===== src/rtl/pwm_aq_pkg.sv =====
package pwm_aq_pkg;

  localparam int N_OUT    = 2;
  localparam int ACT_W    = 2;
  localparam int FIELDS_W = 4 * ACT_W;
  localparam int FORCE_W  = N_OUT * ACT_W;

  typedef enum logic [1:0] {
    ACT_NONE   = 2'b00,
    ACT_LOW    = 2'b01,
    ACT_HIGH   = 2'b10,
    ACT_TOGGLE = 2'b11
  } act_e;

  typedef enum logic [1:0] {
    RLD_ZERO = 2'b00,
    RLD_PRD  = 2'b01,
    RLD_BOTH = 2'b10,
    RLD_NOW  = 2'b11
  } reload_e;

  function automatic logic apply_act(input act_e a, input logic cur);
    case (a)
      ACT_LOW:    return 1'b0;
      ACT_HIGH:   return 1'b1;
      ACT_TOGGLE: return ~cur;
      default:    return cur;
    endcase
  endfunction

endpackage


===== src/rtl/aq_force_shadow.sv =====
module aq_force_shadow
  import pwm_aq_pkg::*;
(
  input  logic               clk,
  input  logic               rst_n,
  input  logic               wr_force,
  input  logic [FORCE_W-1:0] wr_value,
  input  logic [1:0]         wr_reload,
  input  logic               evt_zero,
  input  logic               evt_period,
  output logic [FORCE_W-1:0] force_active
);

  logic [FORCE_W-1:0] shadow_q;
  reload_e            mode_q;
  logic               load_evt;

  always_comb begin
    case (mode_q)
      RLD_ZERO: load_evt = evt_zero;
      RLD_PRD:  load_evt = evt_period;
      RLD_BOTH: load_evt = evt_zero | evt_period;
      default:  load_evt = 1'b0;
    endcase
  end

  always_ff @(posedge clk) begin
    if (!rst_n) begin
      shadow_q     <= '0;
      mode_q       <= RLD_ZERO;
      force_active <= '0;
    end else begin
      if (wr_force) begin
        shadow_q <= wr_value;
        mode_q   <= reload_e'(wr_reload);
      end
      if (wr_force && reload_e'(wr_reload) == RLD_NOW)
        force_active <= wr_value;
      else if (load_evt)
        force_active <= shadow_q;
    end
  end

  // an immediate write lands in the active copy on its own edge
  assert_now_load_R8: assert property (@(posedge clk) disable iff (!rst_n)
    (wr_force && wr_reload == 2'b11) |=> force_active == $past(wr_value));

  // with no write and no reload event the active copy stays put
  assert_shadow_hold_R7: assert property (@(posedge clk) disable iff (!rst_n)
    (!wr_force && !evt_zero && !evt_period) |=> $stable(force_active));

endmodule


===== src/rtl/aq_channel.sv =====
module aq_channel
  import pwm_aq_pkg::*;
(
  input  logic                clk,
  input  logic                rst_n,
  input  logic                wr_act,
  input  logic [FIELDS_W-1:0] act_fields,
  input  logic                evt_zero,
  input  logic                evt_period,
  input  logic                evt_cmpa,
  input  logic                evt_cmpb,
  input  logic [ACT_W-1:0]    force_code,
  output logic                pwm_o
);

  // packed order, low to high: zero, period, compare A, compare B
  logic [FIELDS_W-1:0] fields_q;
  logic [3:0]          evt_vec;
  act_e                win_act;
  logic                pwm_d;

  assign evt_vec = {evt_cmpb, evt_cmpa, evt_period, evt_zero};

  // later slots win: compare B > compare A > period > zero
  always_comb begin
    win_act = ACT_NONE;
    for (int k = 0; k < 4; k++) begin
      if (evt_vec[k] && act_e'(fields_q[k*ACT_W +: ACT_W]) != ACT_NONE)
        win_act = act_e'(fields_q[k*ACT_W +: ACT_W]);
    end
  end

  always_comb begin
    case (act_e'(force_code))
      ACT_LOW:  pwm_d = 1'b0;
      ACT_HIGH: pwm_d = 1'b1;
      default:  pwm_d = apply_act(win_act, pwm_o);
    endcase
  end

  always_ff @(posedge clk) begin
    if (!rst_n) begin
      fields_q <= '0;
      pwm_o    <= 1'b0;
    end else begin
      if (wr_act) fields_q <= act_fields;
      pwm_o <= pwm_d;
    end
  end

  assert_force_low_R6: assert property (@(posedge clk) disable iff (!rst_n)
    (force_code == 2'b01) |=> !pwm_o);

  assert_force_high_R6: assert property (@(posedge clk) disable iff (!rst_n)
    (force_code == 2'b10) |=> pwm_o);

  // no event and no override leaves the level unchanged
  assert_idle_hold_R3: assert property (@(posedge clk) disable iff (!rst_n)
    (evt_vec == 4'b0 && force_code != 2'b01 && force_code != 2'b10) |=> $stable(pwm_o));

endmodule


===== src/rtl/pwm_action_qualifier.sv =====
module pwm_action_qualifier
  import pwm_aq_pkg::*;
#(
  parameter int DATA_W = 16,
  parameter int ADDR_W = 2
) (
  input  logic              clk,
  input  logic              rst_n,
  input  logic              evt_zero,
  input  logic              evt_period,
  input  logic              evt_cmpa_up,
  input  logic              evt_cmpb_up,
  input  logic              wr_en,
  input  logic [ADDR_W-1:0] wr_addr,
  input  logic [DATA_W-1:0] wr_data,
  output logic [N_OUT-1:0]  pwm_out
);

  localparam logic [ADDR_W-1:0] FORCE_ADDR = ADDR_W'(N_OUT);

  logic [FIELDS_W-1:0] fields_in;
  logic [FORCE_W-1:0]  force_active;
  logic                wr_force;
  logic                unused_hi;

  assign fields_in = {wr_data[9:8], wr_data[5:4], wr_data[3:2], wr_data[1:0]};
  assign unused_hi = ^wr_data[DATA_W-1:10];
  assign wr_force  = wr_en && (wr_addr == FORCE_ADDR);

  aq_force_shadow u_force (
    .clk          (clk),
    .rst_n        (rst_n),
    .wr_force     (wr_force),
    .wr_value     (wr_data[FORCE_W-1:0]),
    .wr_reload    (wr_data[7:6]),
    .evt_zero     (evt_zero),
    .evt_period   (evt_period),
    .force_active (force_active)
  );

  for (genvar ch = 0; ch < N_OUT; ch++) begin : g_ch
    aq_channel u_ch (
      .clk        (clk),
      .rst_n      (rst_n),
      .wr_act     (wr_en && (wr_addr == ADDR_W'(ch))),
      .act_fields (fields_in),
      .evt_zero   (evt_zero),
      .evt_period (evt_period),
      .evt_cmpa   (evt_cmpa_up),
      .evt_cmpb   (evt_cmpb_up),
      .force_code (force_active[ch*ACT_W +: ACT_W]),
      .pwm_o      (pwm_out[ch])
    );
  end

  // outputs are low in the cycle after reset is applied
  assert_reset_low_R1: assert property (@(posedge clk)
    !rst_n |=> pwm_out == '0);

endmodule


===== config.mk =====
export PLATFORM = sky130hd
export DESIGN_NAME = pwm_action_qualifier
export DESIGN_NICKNAME = d
export VERILOG_FILES = /design/src/rtl/pwm_aq_pkg.sv /design/src/rtl/aq_force_shadow.sv /design/src/rtl/aq_channel.sv /design/src/rtl/pwm_action_qualifier.sv
export SDC_FILE = /design/constraint.sdc
export NUM_CORES = 1
export LEC_CHECK = 0
export BUFFER_PORTS_ARGS = -buffer_cell sky130_fd_sc_hd__buf_2
export CAP_MARGIN = 0
export CORE_MARGIN = 2
export CORE_UTILIZATION = 40
export CTS_CLUSTER_DIAMETER = 120
export DETAILED_ROUTE_END_ITERATION = 7
export PLACE_DENSITY_LB_ADDON = 0.2
export SYNTH_ARGS = -nofsm -noshare
export SYNTH_HDL_FRONTEND = slang
export SYNTH_SLANG_ARGS = --single-unit

===== constraint.sdc =====
create_clock -name clk -period 4.5 [get_ports clk]
set_clock_uncertainty 0.2 [all_clocks]
set_input_delay 0.9 -clock clk [delete_from_list [all_inputs] [get_ports clk]]
set_output_delay 0.9 -clock clk [all_outputs]
set_load 0.005 [all_outputs]

==> impl_metrics.py <==
metrics = {
    "logic_synthesis": {
        "synth_edf_count": 0,
        "ys_seq_area_share_pct": 41.2,
        "synth_ff_type": "dfxtp_1",
        "yosys.area.top_type_share_pct": 41.2,
        "synthesis.area_per_instance_um2": 9.01,
        "yosysWarningCount": 0,
        "synth_seq_cells": 28,
        "netlist_instances": 151,
        "synth_most_common_cell": "dfxtp_1",
        "syn_area_mm2": 0.00136,
        "yosys-top-cells-area": "dfxtp_1 41%, mux2i_1 17%, nor2_1 7.5%",
        "yosysTopAreaCell": "dfxtp_1",
        "async_flop_share_pct": 0,
        "synthTopCellsByCount": "28 x dfxtp_1, 27 x nor2_1, 23 x mux2i_1, 14 x nand2_1, 6 x o21ai_0",
        "synth_fp_nets": 180,
        "ys_types": 31,
    },
    "cells_and_area": {
        "nets": 198,
        "fillers": 343,
        "antenna_cells": 0,
        "final_layout_size_suffix_gt1_share_pct": 16.8,
        "syn2layout_area_growth_pct": 10.3,
        "ff_latch_area_um2": 561,
        "multiInputGateArea_um2": 733,
    },
    "clock_network": {
        "ctsHtreeMaxLevel": 1,
        "cts_buffers": 3,
        "post_cts_resized": 0,
        "cts_tree": "yes",
        "clockBufferDepth": 2,
        "worst_setup_hold_path_clk_slew_ns": 0.14,
        "postCtsHoldBufs": 0,
        "clkSinkCount": 28,
        "root_buffer": "clkbuf_4",
        "clk-insertion-delay-late_ns": 0.32,
        "post_cts_buffers": 0,
    },
    "sta": {
        "fin_crit_ns": 2.30,
        "max_freq_mhz": 436,
        "hold_slack_ns": 0.303,
        "finalSetupTns_ns": 0,
        "drv_slew": 0,
        "tightest_slew_ns": 0.751,
        "slew-limit-headroom_pct": 49.6,
        "setup-violations-final": 0,
        "hold_viol": 0,
        "fin_crit_sh_pct": 51.0,
        "rsz0062_at_grt": "false",
    },
    "global_route": {
        "grt_first_pass_wirelength_um": 4800,
        "grt_max_degree": 28,
        "grt_overflow": 0,
        "grt_usage_pct": 15.4,
        "first_global_vias": 1087,
        "antenna_found_initial": 0,
    },
    "worst_setup_path": {
        "crit_fanout": 7,
        "cp-end-kind": "flop",
        "worst_ep_arrival_time_ns": 2.30,
        "critPathKind": "in -> reg",
        "crit_required_ns": 4.50,
        "critPathLaunchType": "primary input",
        "setup.worst_path.start": "wr_addr[0]",
        "r2r_start": "g_ch[1].u_ch.fields_q[3]",
    },
    "floorplanning": {
        "die-width_um": 62.3,
        "die_h_um": 62.3,
        "io_pins": 27,
        "row_count": 21,
        "core_region_area_mm2": 0.00331,
        "dieArea_mm2": 0.00388,
        "initial_utilization_pct": 41.1,
    },
    "placed_design": {
        "gp_congestion": 0.743,
        "dp_hpwl_um": 2020,
        "portBuffers": 20,
    },
    "status": {
        "status": "completed",
    },
    "power_and_ir_drop": {
        "ir_worst_vdd_uv": 208,
        "p_per_area_mw_per_mm2": 291,
        "p_leak_nw": 0.681,
    },
    "run": {
        "cap_violations": 0,
    },
    "route": {
        "vias_per_cell": 5.03,
        "ant_nets": 0,
        "drt_iter0_markers": 64,
        "wirelength_um": 2680,
        "vias": 1071,
        "drc": 0,
        "routedWlPerCell_um": 12.6,
        "dr.pass1.iters": 4,
    },
    "hold_path": {
        "hold_class": "reg -> reg",
        "min_from": "u_force.force_active[0]",
    },
}
-- placed cells by master (no fill, tap or decap) --
cell      count
dfxtp_1      28
a31o_1        1
nor3b_1       2
nand3b_1      2
ha_1          4
nor2_2        1
o21ai_0       6
inv_1         4
mux2_1        4
clkbuf_4      3
nand2b_1      2
or2_2         1
clkinv_1      1
mux2i_1      23
nand2_2       1
a22o_1        3
o22ai_1       1
buf_4         1
a21o_1        1
a32o_2        1
a31oi_1       4
nor2_1       27
o41ai_1       1
nand2_1      14
o21ai_1       2
a211oi_1      4
a21oi_1       3
or3_1         1
o211ai_1      1
buf_2        20
-- path summary, 6_finish.rpt --
kind / slack (ns) / end / cells after the start
worst max register to register: 2.81 / g_ch[1].u_ch.pwm_o / 5
worst min register to register: 0.30 / u_force.force_active[0] / 2
worst max-delay path: 2.20 / u_force.force_active[2] / 6
worst min-delay path: 0.30 / u_force.force_active[0] / 2
-- power breakdown --
group	internal, mW	total, mW	switching (mW)
Combinational	0.0313	0.0673	0.0360
Sequential	0.260	0.267	0.00712
Clock	0.0314	0.102	0.0705
Total	0.322	0.436	0.114
-- metal layers --
metal | GRT usage [%] | part of all wire (%)
met1 | 19.6 | 49
met2 | 25.7 | 45
met5 | 0 | 0
met3 | 4.35 | 4.7
met4 | 3.89 | 0.75
-- stage by stage --
stage          area (µm²)  util (%)  setup WS [ns]  power, mW  cells
2_1_floorplan        1360         -           2.25      0.319    151
3_3_place_gp         1480      44.6           1.85      0.338    210
3_5_place_dp         1480      44.6           1.84      0.340    210
4_1_cts              1500      45.3           2.20      0.442    213
5_1_grt              1500      45.3           2.07      0.463    213
6_report             1500      45.3           2.20      0.436    213
-- cells by family (layout without fill, tap and decap cells) --
| logic type | Yosys count | count (layout) | synth area share [%] |
|---|---|---|---|
| mux | 27 | 27 | 20.2 |
| buf+inv | 13 | 29 | 4.87 |
| simple gates | 51 | 51 | 16.3 |
| compound gates | 28 | 28 | 13.7 |
| fa+ha+maj | 4 | 4 | 3.68 |
| flops | 28 | 28 | 41.2 |
-- flip-flops by register name (all words and copies together), names as in the netlist --
name	cells
u_force.force_active	4
u_force.shadow_q	4
u_force.mode_q	2
g_ch.u_ch.fields_q	16
g_ch.u_ch.pwm_o	2
-- critical path, cell delays in order --
cell,delay [ns]
buf_2,0.11
nand3b_1,0.40
nor2_2,0.36
mux2_1,0.37
nor2_1,0.10
a211oi_1,0.05
-- area by class of cell --
type,count,area share (%)
flip-flops and latches,28,37.4
clock buffers,3,1.50
well taps,46,3.84
multi-input cells,110,48.9
inverters,5,1.25
repair buffers,21,7.17
Note: power is estimated with default switching activity, not from simulation.
